## src/rtl/spi_tgt_pkg.sv

```systemverilog
package spi_tgt_pkg;

   typedef enum logic [1:0] {
      PH_HDR_HI = 2'd0,
      PH_HDR_LO = 2'd1,
      PH_WRITE  = 2'd2,
      PH_READ   = 2'd3
   } spi_phase_e;

endpackage

```

## src/rtl/spi_tgt_sync.sv

```systemverilog
module spi_tgt_sync #(
   parameter int               WIDTH   = 1,
   parameter int               STAGES  = 2,
   parameter logic [WIDTH-1:0] RST_VAL = '0
) (
   input  logic             clk,
   input  logic             rst_n,
   input  logic [WIDTH-1:0] d_i,
   output logic [WIDTH-1:0] q_o
);

   if (WIDTH < 1) begin : g_bad_width
      $error("spi_tgt_sync: WIDTH must be at least 1");
   end
   if (STAGES < 1) begin : g_bad_stages
      $error("spi_tgt_sync: STAGES must be at least 1");
   end

   if (STAGES == 1) begin : g_single
      logic [WIDTH-1:0] r_q;
      always_ff @(posedge clk or negedge rst_n) begin
         if (!rst_n) r_q <= RST_VAL;
         else        r_q <= d_i;
      end
      assign q_o = r_q;
   end else begin : g_chain
      logic [WIDTH-1:0] chain_q [STAGES];
      always_ff @(posedge clk or negedge rst_n) begin
         if (!rst_n) begin
            for (int s = 0; s < STAGES; s++) chain_q[s] <= RST_VAL;
         end else begin
            chain_q[0] <= d_i;
            for (int s = 1; s < STAGES; s++) chain_q[s] <= chain_q[s-1];
         end
      end
      assign q_o = chain_q[STAGES-1];
   end

endmodule

```

## src/rtl/spi_tgt_edge.sv

```systemverilog
module spi_tgt_edge #(
   parameter logic IDLE_LVL = 1'b0
) (
   input  logic clk,
   input  logic rst_n,
   input  logic lvl_i,
   output logic rise_o,
   output logic fall_o
);

   logic prev_q;

   always_ff @(posedge clk or negedge rst_n) begin
      if (!rst_n) prev_q <= IDLE_LVL;
      else        prev_q <= lvl_i;
   end

   assign rise_o = lvl_i & ~prev_q;
   assign fall_o = ~lvl_i & prev_q;

endmodule

```

## src/rtl/spi_reg_target.sv

```systemverilog
module spi_reg_target
   import spi_tgt_pkg::*;
#(
   parameter int ADDR_W      = 10,
   parameter int DATA_W      = 8,
   parameter int SYNC_STAGES = 2
) (
   input  logic              clk,
   input  logic              rst_n,
   input  logic              sclk_i,
   input  logic              ss_n_i,
   input  logic              mosi_i,
   output logic              miso_o,
   output logic              miso_oe_o,
   output logic [ADDR_W-1:0] reg_addr_o,
   output logic              reg_wr_o,
   output logic [DATA_W-1:0] reg_wdata_o,
   output logic              reg_rd_o,
   input  logic [DATA_W-1:0] reg_rdata_i
);

   localparam int                CNT_W    = $clog2(DATA_W);
   localparam int                RW_BIT   = DATA_W - 3;
   localparam logic [CNT_W-1:0]  LAST_CNT = CNT_W'(DATA_W - 1);

   if (DATA_W < 4) begin : g_bad_data
      $error("spi_reg_target: DATA_W too small for the second header byte");
   end
   if (ADDR_W != DATA_W + 2) begin : g_bad_addr
      $error("spi_reg_target: ADDR_W must equal DATA_W + 2");
   end

   // ---------------- input synchronization ----------------
   logic [2:0] pins_s;
   logic       ss_s, sclk_s, mosi_s, ss_act;
   logic       sclk_rise, sclk_fall;

   spi_tgt_sync #(
      .WIDTH   (3),
      .STAGES  (SYNC_STAGES),
      .RST_VAL (3'b100)
   ) i_sync (
      .clk   (clk),
      .rst_n (rst_n),
      .d_i   ({ss_n_i, sclk_i, mosi_i}),
      .q_o   (pins_s)
   );

   assign ss_s   = pins_s[2];
   assign sclk_s = pins_s[1];
   assign mosi_s = pins_s[0];
   assign ss_act = ~ss_s;

   spi_tgt_edge #(
      .IDLE_LVL (1'b0)
   ) i_edge (
      .clk    (clk),
      .rst_n  (rst_n),
      .lvl_i  (sclk_s),
      .rise_o (sclk_rise),
      .fall_o (sclk_fall)
   );

   // ---------------- framing state ----------------
   spi_phase_e        phase_q;
   logic [CNT_W-1:0]  cnt_q;
   logic [DATA_W-1:0] rx_q, tx_q, wdata_q;
   logic [ADDR_W-1:0] addr_q;
   logic              wr_q, rd_q, miso_q, oe_q;
   logic [DATA_W-1:0] rx_byte;
   logic              byte_done;

   assign rx_byte   = {rx_q[DATA_W-2:0], mosi_s};
   assign byte_done = ss_act & sclk_rise & (cnt_q == LAST_CNT);

   always_ff @(posedge clk or negedge rst_n) begin
      if (!rst_n) begin
         phase_q <= PH_HDR_HI;
         cnt_q   <= '0;
         rx_q    <= '0;
         tx_q    <= '0;
         wdata_q <= '0;
         addr_q  <= '0;
         wr_q    <= 1'b0;
         rd_q    <= 1'b0;
         miso_q  <= 1'b0;
         oe_q    <= 1'b0;
      end else begin
         wr_q <= 1'b0;
         rd_q <= 1'b0;
         if (wr_q) addr_q <= addr_q + ADDR_W'(1);
         if (rd_q) tx_q   <= reg_rdata_i;
         if (!ss_act) begin
            phase_q <= PH_HDR_HI;
            cnt_q   <= '0;
            oe_q    <= 1'b0;
            miso_q  <= 1'b0;
         end else begin
            if (sclk_rise) begin
               rx_q  <= rx_byte;
               cnt_q <= byte_done ? '0 : cnt_q + CNT_W'(1);
               if (byte_done) begin
                  unique case (phase_q)
                     PH_HDR_HI: begin
                        addr_q[ADDR_W-1:2] <= rx_byte;
                        phase_q            <= PH_HDR_LO;
                     end
                     PH_HDR_LO: begin
                        addr_q[1:0] <= rx_byte[DATA_W-1 -: 2];
                        if (rx_byte[RW_BIT]) begin
                           phase_q <= PH_WRITE;
                        end else begin
                           phase_q <= PH_READ;
                           rd_q    <= 1'b1;
                        end
                     end
                     PH_WRITE: begin
                        wr_q    <= 1'b1;
                        wdata_q <= rx_byte;
                     end
                     PH_READ: begin
                        addr_q <= addr_q + ADDR_W'(1);
                        rd_q   <= 1'b1;
                     end
                     default: phase_q <= PH_HDR_HI;
                  endcase
               end
            end
            if (sclk_fall && phase_q == PH_READ) begin
               oe_q   <= 1'b1;
               miso_q <= tx_q[DATA_W-1];
               tx_q   <= {tx_q[DATA_W-2:0], 1'b0};
            end
         end
      end
   end

   assign miso_o      = miso_q;
   assign miso_oe_o   = oe_q;
   assign reg_addr_o  = addr_q;
   assign reg_wr_o    = wr_q;
   assign reg_wdata_o = wdata_q;
   assign reg_rd_o    = rd_q;

   // ---------------- assertions ----------------

   write_hiz_chk: assert property (@(posedge clk) disable iff (!rst_n)
      wr_q |-> !oe_q);


   idle_hiz_chk: assert property (@(posedge clk) disable iff (!rst_n)
      ss_s |=> !oe_q);


   header_hiz_chk: assert property (@(posedge clk) disable iff (!rst_n)
      (phase_q == PH_HDR_HI || phase_q == PH_HDR_LO) |-> !oe_q);


   wr_incr_chk: assert property (@(posedge clk) disable iff (!rst_n)
      wr_q |=> (addr_q == $past(addr_q) + ADDR_W'(1)));


   ss_reset_chk: assert property (@(posedge clk) disable iff (!rst_n)
      ss_s |=> (cnt_q == '0 && phase_q == PH_HDR_HI));


   strobe_excl_chk: assert property (@(posedge clk) disable iff (!rst_n)
      !(wr_q && rd_q));

endmodule

```

## config.mk

```make
export PLATFORM = sky130hd
export DESIGN_NAME = spi_reg_target
export DESIGN_NICKNAME = d
export VERILOG_FILES = /design/src/rtl/spi_tgt_pkg.sv /design/src/rtl/spi_tgt_sync.sv /design/src/rtl/spi_tgt_edge.sv /design/src/rtl/spi_reg_target.sv
export SDC_FILE = /design/constraint.sdc
export NUM_CORES = 1
export LEC_CHECK = 0
export BUFFER_PORTS_ARGS = -buffer_cell sky130_fd_sc_hd__buf_2
export CAP_MARGIN = 20
export CORE_UTILIZATION = 45
export CTS_CLUSTER_DIAMETER = 40
export DETAILED_ROUTE_END_ITERATION = 8
export PLACE_DENSITY = 0.66
export SYNTH_ARGS = -nofsm -noshare
export SYNTH_HDL_FRONTEND = slang
export SYNTH_SLANG_ARGS = --single-unit
```

## constraint.sdc

```tcl
create_clock -name clk -period 5.1 [get_ports clk]
set_input_delay 0.255 -clock clk [delete_from_list [all_inputs] [get_ports clk]]
set_output_delay 0.255 -clock clk [all_outputs]
set_load 0.01 [all_outputs]
```

==> results of run 1 <==
## sequential cells by signal (all words and copies together), names as in the netlist
register,cells
i_sync.g_chain.chain_q,3
rx_q,7
tx_q,8
reg_addr_o,10
miso_oe_o,1
reg_wdata_o,8
i_sync.q_o,3
i_edge.prev_q,1
reg_wr_o,1
cnt_q,3
reg_rd_o,1
miso_o,1
phase_q,2
## placed cells by master, fill, tap and decap left out, types with 2 or more instances in the layout
| cell type | count |
|---|---|
| sky130_fd_sc_hd__a21oi_1 | 5 |
| sky130_fd_sc_hd__a221o_1 | 3 |
| sky130_fd_sc_hd__and3_1 | 2 |
| sky130_fd_sc_hd__buf_2 | 34 |
| sky130_fd_sc_hd__clkbuf_8 | 6 |
| sky130_fd_sc_hd__dfrtp_1 | 47 |
| sky130_fd_sc_hd__dfstp_2 | 2 |
| sky130_fd_sc_hd__ha_1 | 7 |
| sky130_fd_sc_hd__inv_1 | 7 |
| sky130_fd_sc_hd__mux2_2 | 13 |
| sky130_fd_sc_hd__mux2i_1 | 11 |
| sky130_fd_sc_hd__nand2_1 | 22 |
| sky130_fd_sc_hd__nand2b_1 | 2 |
| sky130_fd_sc_hd__nand3_1 | 7 |
| sky130_fd_sc_hd__nor2_1 | 13 |
| sky130_fd_sc_hd__nor3_1 | 5 |
| sky130_fd_sc_hd__o211ai_1 | 4 |
| sky130_fd_sc_hd__o21ai_0 | 13 |
| sky130_fd_sc_hd__o311a_1 | 3 |
| sky130_fd_sc_hd__or4_1 | 3 |
## layout make-up
class / instances / area share
inverters: 7 / 0.0103
well taps: 67 / 0.0328
flip-flops and latches: 49 / 0.481
repair buffers: 36 / 0.0784
clock buffers: 6 / 0.0324
clock inverters: 2 / 0.00539
multi-input cells: 130 / 0.359
## power by group
group          switching [mW]  leakage (nW)  internal (mW)
clock                   0.130        0.0512          0.110
sequential             0.0280         0.618          0.414
combinational          0.0191         0.519         0.0239
total                   0.177          1.19          0.548
## kinds of logic (layout without fill, tap and decap cells)
group | after synthesis | in the layout | synth area share
buf+inv | 15 | 51 | 0.0311
xor+xnor | 1 | 1 | 0.00396
simple gates | 62 | 62 | 0.145
fa+ha+maj | 7 | 7 | 0.0395
mux | 24 | 24 | 0.116
compound gates | 36 | 36 | 0.110
flops | 49 | 49 | 0.555
## layer usage
| metal | global-route usage | part of all wire | vias up |
|---|---|---|---|
| li1 | - | - | 761 |
| met1 | 0.231 | 0.48 | 753 |
| met2 | 0.308 | 0.46 | 35 |
| met3 | 0.0472 | 0.045 | 5 |
| met4 | 0.0719 | 0.014 | 0 |
| met5 | 0 | 0 | - |
## cells in the mapped netlist, drive strengths merged (2+ instances only)
cell type	number
a221o	3
mux2	13
ha	7
or4	3
nand2	22
o211ai	4
a21oi	6
mux2i	11
dfrtp	47
nand3	7
nor2	13
nand2b	2
and3	2
o21ai	13
buf	4
clkbuf	4
o311a	3
dfstp	2
inv	7
nor3	5
## timing repair
| action | 4_1_cts | 5_1_grt |
|---|---|---|
| buffers inserted | 0 | 0 |
| endpoints found under the hold margin | 0 | 10 |
| hold buffers | 0 | 1 |
| gates resized for setup | 0 | 0 |
## metrics by stage
| step | total power [mW] | cells | setup slack, ns |
|---|---|---|---|
| finish | 0.725 | 297 | 2.89 |
| global placement | 0.489 | 287 | 3.03 |
| detailed placement | 0.491 | 287 | 2.85 |
| global route | 0.757 | 297 | 2.62 |
| floorplan | 0.465 | 194 | 3.15 |
| CTS | 0.730 | 295 | 2.83 |
## worst max-delay path: cells and delay by family, from the launching register on
kind,cells,cell delay (ns)
and+or+nand+nor,3,0.96
adders and majority gates,2,0.41
DFF,1,0.38
AOI/OAI and AO/OA,1,0.35
## how the worst max path moves through the flow
| stage | from | end | depth (start not counted) |
|---|---|---|---|
| global placement | cnt_q[0]$_DFFE_PN0P_ | reg_addr_o[5]$_DFF_PN0_ | 6 |
| finish | cnt_q[0]$_DFFE_PN0P_ | reg_addr_o[9]$_DFF_PN0_ | 6 |
| detailed placement | cnt_q[0]$_DFFE_PN0P_ | reg_addr_o[9]$_DFF_PN0_ | 6 |
| CTS | cnt_q[0]$_DFFE_PN0P_ | reg_addr_o[9]$_DFF_PN0_ | 6 |
| global route | cnt_q[0]$_DFFE_PN0P_ | reg_addr_o[5]$_DFF_PN0_ | 6 |
| floorplan | cnt_q[0]$_DFFE_PN0P_ | reg_addr_o[7]$_DFF_PN0_ | 8 |
==> summary.json, run 1 <==
{
  "global_route": {
    "globalRoute.totalOverflow": 0,
    "antenna_found_initial": 0,
    "wire_length_of_the_first_global_routing_pass_um": 7330,
    "maximum_number_of_pins_on_one_net_before_global_route_repair": 50,
    "globalRouteTotalUtil": 0.185,
    "grt_pass1_vias": 1595
  },
  "yosys": {
    "synth_flop_cell": "sky130_fd_sc_hd__dfrtp_1",
    "synth_sequential_area_ratio": 0.555,
    "synth-seq-cells": 49,
    "synth.largest_area_cell": "sky130_fd_sc_hd__dfrtp_1",
    "postSynthNetCount": 214,
    "post_synth_num_cell_types": 40,
    "asyncSetResetFlopFracSynth": 1.00,
    "synthesis.area_um2": 2210,
    "number_of_flops_mapped_to_enable_cells_by_yosys": 0,
    "synthDominantCellAreaShare": 0.531,
    "postSynthAreaPerCell_um2": 11.4,
    "post_synth_inst_count": 194,
    "synth.yosys.warnings": 0,
    "post_synth_main_area_contributors": "sky130_fd_sc_hd__dfrtp_1, sky130_fd_sc_hd__mux2_2, sky130_fd_sc_hd__mux2i_1"
  },
  "cells_and_area": {
    "layout.nets": 249,
    "finish.utilization": 0.540,
    "ff_latch_area_um2": 1230,
    "post-route-cell-area_um2": 2550,
    "fillers": 418,
    "drive_above_1_share": 0.261,
    "diodes": 0,
    "multi_input_area_um2": 917,
    "layout_stage_area_growth_over_the_synthesis_result_pct": 15.3
  },
  "detailed_routing": {
    "drt_drc_violations_left": 0,
    "antenna_viol_nets_final": 0,
    "wl_per_cell_um": 14.3,
    "detailroute.via_count": 1554,
    "avgViaCountPerCell": 5.23,
    "drt_first_pass_iters": 4,
    "detail_route.iter0.violations": 87,
    "drt-total-wl_um": 4240
  },
  "setup_path": {
    "crit_path_end_kind": "flip-flop",
    "critPathLaunchType": "flip-flop",
    "cpMaxStageDelayCell": "sky130_fd_sc_hd__nor3_1",
    "ff2ff_path_depth": 6,
    "worst_r2r_startpoint": "cnt_q[0]$_DFFE_PN0P_",
    "worst_r2r_endpoint": "reg_addr_o[9]$_DFF_PN0_",
    "path_common_cell": "sky130_fd_sc_hd__ha_1",
    "setup.worst_path.class": "reg2reg",
    "r2r_slack_ns": 2.89,
    "crit_chain": "ha_1, ha_1, nand4bb_4, nor3_1, nor2_1, a221o_1",
    "critPathMaxStageDelay_ns": 0.72,
    "worstPathRequired_ns": 5.29,
    "cp.arrival_ns": 2.40,
    "maximum_fanout_count_along_the_critical_path": 8
  },
  "sta": {
    "hold_ws_ns": 0.0440,
    "max_freq_mhz": 452,
    "final-setup-viol-count": 0,
    "finalWorstPathRequiredPeriod_ns": 2.21,
    "timing_hold_violations_final": 0,
    "final-max-slew-violation-count": 0,
    "relSlewSlack": 0.395,
    "fin_tns_setup_ns": 0,
    "rsz0062_at_grt": "false",
    "finalCritPeriodShare": 0.434,
    "clock-skew-final_ns": 0.00555,
    "worst_pin_slew_ns": 0.900
  },
  "clocking": {
    "clock_root_buffer_master": "sky130_fd_sc_hd__clkbuf_8",
    "clock_latency_ns": 0.30,
    "clock_sink_count": 49,
    "cts.reportedPaths.clkPinSlew_ns": 0.09,
    "cts-htree-levels": 2,
    "cts_inserted_buffers": 5,
    "clock_tree.buffer_depth": 2,
    "cts_tree": "done"
  },
  "hold_path": {
    "worst_hold_path.endpoint": "i_sync.g_chain.chain_q[5]$_DFF_PN1_",
    "min_path_type": "in2reg",
    "hold_start": "ss_n_i",
    "worstHoldPathCells": 1
  },
  "pwr": {
    "power.leakage_nw": 1.19,
    "cellPowerDensity_nw_per_um2": 284,
    "irDropWorstVdd_v": 0.000167
  },
  "placed_design": {
    "routabilityCongestion": 0.792,
    "dpl-instance-area_um2": 2430,
    "place.port_buffers": 34,
    "dpl.hpwl_um": 2930
  },
  "run": {
    "maxCapViolations": 0
  },
  "run_status": {
    "run_status": "completed"
  },
  "die": {
    "ioPinCount": 35,
    "initial_core_util": 0.469,
    "floorplan.die.height_um": 72.2,
    "core_area_um2": 4720,
    "die_area_um2": 5210,
    "chipWidth_um": 72.2,
    "std_cell_rows": 25
  }
}
Note: power is estimated with default switching activity, not from simulation.
==> inputs of run 2 (changes only) <==
ABC_AREA = 1   (was unset)
PLACE_DENSITY = 0.68   (was 0.66)
clock period = 1.9 ns   (was 5.1 ns; I/O delays follow)
==> summary.json, run 2 <==
{
  "run_status": {
    "run_status": {"value": "completed", "change": "unchanged"}
  },
  "setup_path": {
    "crit_chain": {"value": "ha_1, ha_1, inv_1, nor2_8, nand2_4, nand2_1, inv_1, nand2_1, nand2_1, inv_1", "change": "was ha_1, ha_1, nand4bb_4, nor3_1, nor2_1, a221o_1"},
    "cpMaxStageDelayCell": {"value": "sky130_fd_sc_hd__dfrtp_1", "change": "was sky130_fd_sc_hd__nor3_1"},
    "critPathMaxStageDelay": {"value": 0.41, "unit": "ns", "change": "was 0.72 ns"},
    "critPathLaunchType": {"value": "flip-flop", "change": "unchanged"},
    "worstPathRequired": {"value": 2.10, "unit": "ns", "change": "was 5.29 ns"},
    "setup.worst_path.class": {"value": "reg2reg", "change": "unchanged"},
    "r2r_slack": {"value": 0.32, "unit": "ns", "change": "was 2.89 ns"},
    "maximum_fanout_count_along_the_critical_path": {"value": 12, "change": "was 8"},
    "crit_path_end_kind": {"value": "flip-flop", "change": "unchanged"},
    "cp.arrival": {"value": 1.78, "unit": "ns", "change": "was 2.40 ns"}
  },
  "detailed_routing": {
    "detail_route.iter0.violations": {"value": 181, "change": "was 87"},
    "drt_first_pass_iters": {"value": 4, "change": "unchanged"},
    "antenna_viol_nets_final": {"value": 0, "change": "unchanged"},
    "drt-total-wl": {"value": 4950, "unit": "um", "change": "was 4240 um"},
    "drt_drc_violations_left": {"value": 0, "change": "unchanged"},
    "wl_per_cell": {"value": 11.9, "unit": "um", "change": "was 14.3 um"},
    "avgViaCountPerCell": {"value": 4.88, "change": "was 5.23"},
    "detailroute.via_count": {"value": 2036, "change": "was 1,554"}
  },
  "clocking": {
    "clock_sink_count": {"value": 49, "change": "unchanged"},
    "cts.reportedPaths.clkPinSlew": {"value": 0.09, "unit": "ns", "change": "about the same"},
    "cts-htree-levels": {"value": 2, "change": "unchanged"},
    "postcts_resize_cnt": {"value": 0, "change": "unchanged"},
    "cts_tree": {"value": "done", "change": "unchanged"},
    "clock_root_buffer_master": {"value": "sky130_fd_sc_hd__clkbuf_8", "change": "unchanged"},
    "cts_hold_buffers": {"value": 4, "change": "was 0"},
    "post_cts_buffers": {"value": 0, "change": "unchanged"},
    "clock_latency": {"value": 0.30, "unit": "ns", "change": "about the same"},
    "clock_tree.buffer_depth": {"value": 2, "change": "unchanged"},
    "cts_inserted_buffers": {"value": 5, "change": "unchanged"}
  },
  "sta": {
    "postLayoutSetupSlackWorst": {"value": 0.317, "unit": "ns", "change": "was 2.89 ns"},
    "relSlewSlack": {"value": 0.626, "change": "was 0.395"},
    "timing_hold_violations_final": {"value": 0, "change": "unchanged"},
    "worst_pin_slew": {"value": 0.560, "unit": "ns", "change": "was 0.900 ns"},
    "clock-skew-final": {"value": 0.00567, "unit": "ns", "change": "was 0.00555 ns"},
    "max_freq": {"value": 632, "unit": "MHz", "change": "was 452 MHz"},
    "finalCritPeriodShare": {"value": 0.833, "change": "was 0.434"},
    "final-max-slew-violation-count": {"value": 0, "change": "unchanged"},
    "final-setup-viol-count": {"value": 0, "change": "unchanged"},
    "rsz0062_at_grt": {"value": "false", "change": "unchanged"},
    "fin_tns_setup": {"value": 0, "unit": "ns", "change": "unchanged"},
    "finalWorstPathRequiredPeriod": {"value": 1.58, "unit": "ns", "change": "was 2.21 ns"}
  },
  "global_route": {
    "globalRouteTotalUtil": {"value": 0.188, "change": "was 0.185"},
    "antenna_found_initial": {"value": 0, "change": "unchanged"},
    "globalRoute.totalOverflow": {"value": 0, "change": "unchanged"},
    "maximum_number_of_pins_on_one_net_before_global_route_repair": {"value": 27, "change": "was 50"},
    "grt_pass1_vias": {"value": 1978, "change": "was 1,595"},
    "wire_length_of_the_first_global_routing_pass": {"value": 8940, "unit": "um", "change": "was 7330 um"}
  },
  "placed_design": {
    "place.port_buffers": {"value": 34, "change": "unchanged"},
    "post_placement_cell_count": {"value": 405, "change": "was 287"},
    "placement.setup.worst_slack": {"value": 0.351, "unit": "ns", "change": "was 2.85 ns"},
    "dpl.hpwl": {"value": 3560, "unit": "um", "change": "was 2930 um"},
    "routabilityCongestion": {"value": 0.825, "change": "was 0.792"},
    "dpl-instance-area": {"value": 2720, "unit": "um^2", "change": "was 2430 um^2"}
  },
  "die": {
    "floorplan.die.height": {"value": 76.3, "unit": "um", "change": "was 72.2 um"},
    "std_cell_rows": {"value": 26, "change": "was 25"},
    "die_area": {"value": 5820, "unit": "um^2", "change": "was 5210 um^2"},
    "core_area": {"value": 5200, "unit": "um^2", "change": "was 4720 um^2"},
    "initial_core_util": {"value": 0.477, "change": "was 0.469"},
    "ioPinCount": {"value": 35, "change": "unchanged"},
    "chipWidth": {"value": 76.3, "unit": "um", "change": "was 72.2 um"}
  },
  "yosys": {
    "synthesis.area": {"value": 2480, "unit": "um^2", "change": "was 2210 um^2"},
    "postSynthNetCount": {"value": 327, "change": "was 214"},
    "synth_sequential_area_ratio": {"value": 0.495, "change": "was 0.555"},
    "post-synth-top-count-cell": {"value": "sky130_fd_sc_hd__nand2_1", "change": "was sky130_fd_sc_hd__dfrtp_1"},
    "synth.yosys.warnings": {"value": 0, "change": "unchanged"},
    "post_synth_main_area_contributors": {"value": "sky130_fd_sc_hd__dfrtp_1, sky130_fd_sc_hd__nand2_1, sky130_fd_sc_hd__inv_1", "change": "was sky130_fd_sc_hd__dfrtp_1, sky130_fd_sc_hd__mux2_2, sky130_fd_sc_hd__mux2i_1"},
    "synthDominantCellAreaShare": {"value": 0.474, "change": "was 0.531"},
    "number_of_flops_mapped_to_enable_cells_by_yosys": {"value": 0, "change": "unchanged"},
    "asyncSetResetFlopFracSynth": {"value": 1.00, "change": "unchanged"},
    "synth-seq-cells": {"value": 49, "change": "unchanged"},
    "synth.largest_area_cell": {"value": "sky130_fd_sc_hd__dfrtp_1", "change": "unchanged"},
    "synth_flop_cell": {"value": "sky130_fd_sc_hd__dfrtp_1", "change": "unchanged"},
    "post_synth_num_cell_types": {"value": 30, "change": "was 40"},
    "post_synth_inst_count": {"value": 307, "change": "was 194"},
    "synthTopCellsByCount": {"value": "sky130_fd_sc_hd__nand2_1, sky130_fd_sc_hd__inv_1, sky130_fd_sc_hd__dfrtp_1", "change": "was sky130_fd_sc_hd__dfrtp_1, sky130_fd_sc_hd__nand2_1, sky130_fd_sc_hd__mux2_2, sky130_fd_sc_hd__nor2_1, sky130_fd_sc_hd__o21ai_0"},
    "postSynthAreaPerCell": {"value": 8.09, "unit": "um^2", "change": "was 11.4 um^2"}
  },
  "hold_path": {
    "min_path_type": {"value": "in2reg", "change": "unchanged"}
  },
  "pwr": {
    "irDropWorstVdd": {"value": 0.000422, "unit": "V", "change": "was 0.000167 V"},
    "power.leakage": {"value": 1.56, "unit": "nW", "change": "was 1.19 nW"},
    "cellPowerDensity": {"value": 694, "unit": "nW/um^2", "change": "was 284 nW/um^2"}
  },
  "cells_and_area": {
    "layout.nets": {"value": 366, "change": "was 249"},
    "layout_stage_area_growth_over_the_synthesis_result": {"value": 15.4, "unit": "%", "change": "was 15.3%"},
    "drive_above_1_share": {"value": 0.153, "change": "was 0.261"},
    "most-common-layout-cells": {"value": "sky130_fd_sc_hd__nand2_1, sky130_fd_sc_hd__inv_1, sky130_fd_sc_hd__dfrtp_1", "change": "was sky130_fd_sc_hd__dfrtp_1, sky130_fd_sc_hd__buf_2, sky130_fd_sc_hd__nand2_1"},
    "post-route-cell-area": {"value": 2870, "unit": "um^2", "change": "was 2550 um^2"},
    "layout.cells.non_filler": {"value": 417, "change": "was 297"},
    "largest_reg_flops": {"value": 10, "change": "unchanged"},
    "final_common_cell": {"value": "sky130_fd_sc_hd__nand2_1", "change": "was sky130_fd_sc_hd__dfrtp_1"},
    "diodes": {"value": 0, "change": "unchanged"}
  },
  "run": {
    "maxCapViolations": {"value": 0, "change": "unchanged"}
  }
}
==> run 2: cell count changes after synthesis, sizes merged, moves of 4 or more <==
cell   before  now
nand2      22   94
o21ai      13   34
inv         7   52
mux2       13    0
mux2i      11    1
nand3       7   22
nor3        5    1
==> run 2: cells by family after synthesis <==
group | synth area share
multiplexers | 0.00403
XOR/XNOR | 0.0106
adder cells (fa/ha/maj) | 0.0353
AND/OR/NAND/NOR | 0.239
flip-flops | 0.495
buffers and inverters | 0.103
AO/OA/AOI/OAI | 0.113
==> run 2: through the flow <==
stage	hold slack (ns)	util	power, mW
6_report	0.0377	0.550	1.99
5_1_grt	0.0563	0.550	2.07
4_1_cts	0.0333	0.550	2.01
3_5_place_dp	0.127	0.522	1.27
3_3_place_gp	0.116	0.522	1.26
2_1_floorplan	-0.201	-	1.20
==> run 2: per-layer routing <==
layer  up-vias  wire [um]  track usage
li1       1042          -            -
met1       953       2490        0.255
met2        37       2270        0.309
met3         4        151       0.0359
met4         0         36       0.0481
met5         -          0            0
==> run 2: final timing paths <==
path	start	to	cells past startpoint
hold reg to reg	i_sync.g_chain.chain_q[3]$_DFF_PN0_	i_sync.q_o[0]$_DFF_PN0_	0
min in group asynchronous	rst_n	cnt_q[1]$_DFFE_PN0P_	2
setup / recovery	cnt_q[0]$_DFFE_PN0P_	reg_addr_o[8]$_DFF_PN0_	10
setup reg to reg	cnt_q[0]$_DFFE_PN0P_	reg_addr_o[8]$_DFF_PN0_	10
max in group asynchronous	rst_n	reg_addr_o[8]$_DFF_PN0_	3
hold / removal	reg_rdata_i[4]	tx_q[4]$_DFF_PN0_	3
==> run 2: report_power, final <==
part           internal (mW)  total (mW)  switching [mW]
registers               1.09        1.12          0.0369
clock network          0.391       0.737           0.346
logic                 0.0460       0.130          0.0840
total                   1.52        1.99           0.466
==> run 2: critical path: cells and delay by family (launching register included) <==
| family | cells | cell delay (ns) |
|---|---|---|
| fa+ha+maj | 2 | 0.40 |
| buf+inv | 3 | 0.28 |
| flops | 1 | 0.41 |
| simple gates | 5 | 0.38 |
==> run 2: cell type report <==
cell class / count / area (um^2)
fillers: 504 / 2340
inverters: 52 / 198
clock buffers: 6 / 72.6
flip-flops and latches: 49 / 1230
clock inverters: 2 / 35.0
multi-input cells: 197 / 998
repair buffers: 41 / 245
well taps: 70 / 87.6
==> inputs of run 3 (changes only) <==
clock period = 1.4 ns   (was 1.9 ns; I/O delays follow)
==> summary.json, run 3 (same netlist as run 2, synthesis figures left out) <==
{
  "run_status": {
    "run_status": {"value": "complete, but fails checks", "change": "was completed"},
    "failed_checks": "setup timing"
  },
  "pwr": {
    "cellPowerDensity": {"value": 833, "unit": "nW/um^2", "change": "was 694 nW/um^2"},
    "power.total": {"value": 2.53, "unit": "mW", "change": "was 1.99 mW"},
    "power.leakage": {"value": 1.61, "unit": "nW", "change": "was 1.56 nW"},
    "irDropWorstVdd": {"value": 0.000735, "unit": "V", "change": "was 0.000422 V"},
    "power.clock.fraction": {"value": 0.320, "change": "was 0.370"},
    "combinationalPowerShare": {"value": 0.077, "change": "was 0.065"},
    "power_switching": {"value": 629, "unit": "uW", "change": "was 466 uW"},
    "intPower": {"value": 1.90, "unit": "mW", "change": "was 1.52 mW"},
    "switching_share": {"value": 0.249, "change": "was 0.234"},
    "seq_power_share": {"value": 0.603, "change": "was 0.564"}
  },
  "placed_design": {
    "dpl.hpwl": {"value": 3620, "unit": "um", "change": "was 3560 um"},
    "routabilityCongestion": {"value": 0.872, "change": "was 0.825"},
    "placement.setup.worst_slack": {"value": -0.0313, "unit": "ns", "change": "was 0.351 ns"},
    "place.port_buffers": {"value": 34, "change": "unchanged"}
  },
  "setup_path": {
    "r2r_slack": {"value": -0.02, "unit": "ns", "change": "was 0.32 ns"},
    "maximum_fanout_count_along_the_critical_path": {"value": 12, "change": "unchanged"},
    "critPathLaunchType": {"value": "flip-flop", "change": "unchanged"},
    "worst_r2r_endpoint": {"value": "reg_addr_o[2]$_DFF_PN0_", "change": "was reg_addr_o[8]$_DFF_PN0_"},
    "ff2ff_path_depth": {"value": 8, "change": "was 10"},
    "cp.arrival": {"value": 1.61, "unit": "ns", "change": "was 1.78 ns"},
    "worst_r2r_startpoint": {"value": "cnt_q[0]$_DFFE_PN0P_", "change": "unchanged"},
    "worstPathRequired": {"value": 1.60, "unit": "ns", "change": "was 2.10 ns"},
    "crit_path_end_kind": {"value": "flip-flop", "change": "unchanged"},
    "setup.worst_path.class": {"value": "reg2reg", "change": "unchanged"}
  },
  "die": {
    "initial_core_util": {"value": 0.477, "change": "unchanged"},
    "chipWidth": {"value": 76.3, "unit": "um", "change": "unchanged"},
    "std_cell_rows": {"value": 26, "change": "unchanged"},
    "floorplan.die.height": {"value": 76.3, "unit": "um", "change": "unchanged"},
    "ioPinCount": {"value": 35, "change": "unchanged"},
    "core_area": {"value": 5200, "unit": "um^2", "change": "unchanged"},
    "die_area": {"value": 5820, "unit": "um^2", "change": "unchanged"}
  },
  "cells_and_area": {
    "diodes": {"value": 0, "change": "unchanged"},
    "layout_stage_area_growth_over_the_synthesis_result": {"value": 22.3, "unit": "%", "change": "was 15.4%"},
    "fillers": {"value": 485, "change": "was 504"},
    "final_common_cell": {"value": "sky130_fd_sc_hd__nand2_1", "change": "unchanged"},
    "most-common-layout-cells": {"value": "sky130_fd_sc_hd__nand2_1, sky130_fd_sc_hd__dfrtp_1, sky130_fd_sc_hd__inv_1", "change": "was sky130_fd_sc_hd__nand2_1, sky130_fd_sc_hd__inv_1, sky130_fd_sc_hd__dfrtp_1"},
    "drive_above_1_share": {"value": 0.246, "change": "was 0.153"},
    "largest_reg_flops": {"value": 10, "change": "unchanged"},
    "layout.nets": {"value": 377, "change": "was 366"}
  },
  "detailed_routing": {
    "met3_length": {"value": 144, "unit": "um", "change": "was 151 um"},
    "avgViaCountPerCell": {"value": 4.76, "change": "was 4.88"},
    "route.top_layer_used": {"value": "met4", "change": "unchanged"},
    "antenna_viol_nets_final": {"value": 0, "change": "unchanged"},
    "drt-total-wl": {"value": 5130, "unit": "um", "change": "was 4950 um"},
    "drt_first_pass_iters": {"value": 5, "change": "was 4"},
    "wl_per_cell": {"value": 12.0, "unit": "um", "change": "was 11.9 um"},
    "drt_drc_violations_left": {"value": 0, "change": "unchanged"},
    "met1_length": {"value": 2570, "unit": "um", "change": "was 2490 um"},
    "routed-wl-met2": {"value": 2340, "unit": "um", "change": "was 2270 um"},
    "detail_route.iter0.violations": {"value": 111, "change": "was 181"},
    "detailroute.via_count": {"value": 2036, "change": "unchanged"}
  },
  "sta": {
    "final-setup-viol-count": {"value": 3, "change": "was 0"},
    "postLayoutSetupSlackWorst": {"value": -0.0175, "unit": "ns", "change": "was 0.317 ns"},
    "relSlewSlack": {"value": 0.657, "change": "was 0.626"},
    "finalCritPeriodShare": {"value": 1.01, "change": "was 0.833"},
    "timing_hold_violations_final": {"value": 0, "change": "unchanged"},
    "finalWorstPathRequiredPeriod": {"value": 1.42, "unit": "ns", "change": "was 1.58 ns"},
    "final-max-slew-violation-count": {"value": 0, "change": "unchanged"},
    "clock-skew-final": {"value": 0.00599, "unit": "ns", "change": "was 0.00567 ns"},
    "worst_pin_slew": {"value": 0.515, "unit": "ns", "change": "was 0.560 ns"},
    "rsz0062_at_grt": {"value": "true", "change": "was false"},
    "max_freq": {"value": 705, "unit": "MHz", "change": "was 632 MHz"}
  },
  "clocking": {
    "clock_tree.buffer_depth": {"value": 2, "change": "unchanged"},
    "cts_inserted_buffers": {"value": 5, "change": "unchanged"},
    "clock_latency": {"value": 0.30, "unit": "ns", "change": "about the same"},
    "clock_sink_count": {"value": 49, "change": "unchanged"},
    "cts_tree": {"value": "done", "change": "unchanged"},
    "cts-htree-levels": {"value": 2, "change": "unchanged"},
    "cts.reportedPaths.clkPinSlew": {"value": 0.09, "unit": "ns", "change": "about the same"},
    "clock_root_buffer_master": {"value": "sky130_fd_sc_hd__clkbuf_8", "change": "unchanged"}
  },
  "global_route": {
    "grt_pass1_vias": {"value": 2034, "change": "was 1,978"},
    "wire_length_of_the_first_global_routing_pass": {"value": 9050, "unit": "um", "change": "was 8940 um"},
    "maximum_number_of_pins_on_one_net_before_global_route_repair": {"value": 29, "change": "was 27"},
    "globalRoute.totalOverflow": {"value": 0, "change": "unchanged"},
    "antenna_found_initial": {"value": 0, "change": "unchanged"},
    "globalRouteTotalUtil": {"value": 0.194, "change": "was 0.188"}
  },
  "hold_path": {
    "worst_hold_path.endpoint": {"value": "tx_q[3]$_DFF_PN0_", "change": "was tx_q[4]$_DFF_PN0_"},
    "min_path_type": {"value": "in2reg", "change": "unchanged"},
    "hold_start": {"value": "reg_rdata_i[3]", "change": "was reg_rdata_i[4]"},
    "worstHoldPathCells": {"value": 3, "change": "unchanged"}
  },
  "run": {
    "maxCapViolations": {"value": 0, "change": "unchanged"}
  }
}
[run 3: worst max-delay path: stages, from the launching register on]
cell                      delay (ns)
sky130_fd_sc_hd__dfrtp_1        0.38
sky130_fd_sc_hd__ha_2           0.20
sky130_fd_sc_hd__ha_4           0.15
sky130_fd_sc_hd__inv_4          0.06
sky130_fd_sc_hd__nor2_8         0.17
sky130_fd_sc_hd__nand2_8        0.10
sky130_fd_sc_hd__buf_4          0.14
sky130_fd_sc_hd__nand2_1        0.05
sky130_fd_sc_hd__nand2_1        0.05
[run 3: area by class of cell]
cell class	count	area [um^2]	area share
Clock buffer	7	76.3	0.0251
Sequential cell	49	1230	0.405
Timing Repair Buffer	52	328	0.108
Clock inverter	1	7.51	0.00247
Tap cell	70	87.6	0.0289
Inverter	52	203	0.0668
Multi-Input combinational cell	197	1100	0.364
[run 3: timing repair]
item | 4_1_cts | 5_1_grt
setup buffers | 1 | 4
pin swaps | 1 | 8
gates resized for setup | 5 | 34
hold endpoints to repair | 22 | 0
hold buffers | 4 | 0
endpoints found under the setup margin | 8 | 26
[run 3: worst max-delay path by stage]
| stage | from | to | slack, ns | depth (start not counted) |
|---|---|---|---|---|
| floorplan | cnt_q[0]$_DFFE_PN0P_ | reg_addr_o[8]$_DFF_PN0_ | 0.0002 | 11 |
| global placement | cnt_q[0]$_DFFE_PN0P_ | reg_addr_o[9]$_DFF_PN0_ | 0.01 | 10 |
| detailed placement | cnt_q[0]$_DFFE_PN0P_ | reg_addr_o[9]$_DFF_PN0_ | -0.03 | 10 |
| CTS | phase_q[0]$_DFFE_PN0P_ | reg_addr_o[6]$_DFF_PN0_ | 0.006 | 8 |
| global route | cnt_q[0]$_DFFE_PN0P_ | reg_addr_o[8]$_DFF_PN0_ | -0.11 | 9 |
| finish | cnt_q[0]$_DFFE_PN0P_ | reg_addr_o[2]$_DFF_PN0_ | -0.02 | 8 |
[run 3: metrics by stage]
step / instance area (um^2) / cells / util / hold WS (ns) / setup TNS (ns)
floorplan: 2490 / 307 / - / -0.226 / 0
CTS: 2930 / 424 / 0.562 / 0.00186 / 0
finish: 3040 / 428 / 0.583 / 0.00594 / -0.0369
global route: 3040 / 428 / 0.583 / 0.0195 / -0.979
detailed placement: 2770 / 411 / 0.532 / 0.0744 / -0.0857
global placement: 2770 / 411 / 0.532 / 0.0722 / 0
[run 3: power by group through the flow]
| stage | sequential (mW) | clock, mW | combinational [mW] |
|---|---|---|---|
| final | 1.53 | 0.810 | 0.194 |
| after global routing | 1.53 | 0.902 | 0.225 |
| after CTS | 1.52 | 0.849 | 0.191 |
| after detailed placement | 1.55 | 0 | 0.181 |
| after global placement | 1.55 | 0 | 0.178 |
| after floorplan | 1.54 | 0 | 0.0909 |
[run 3: metal layers]
layer  vias up  global-route usage
li1       1064                   -
met1       942               0.249
met2        25               0.327
met3         5              0.0359
met4         0              0.0692
met5         -                   0
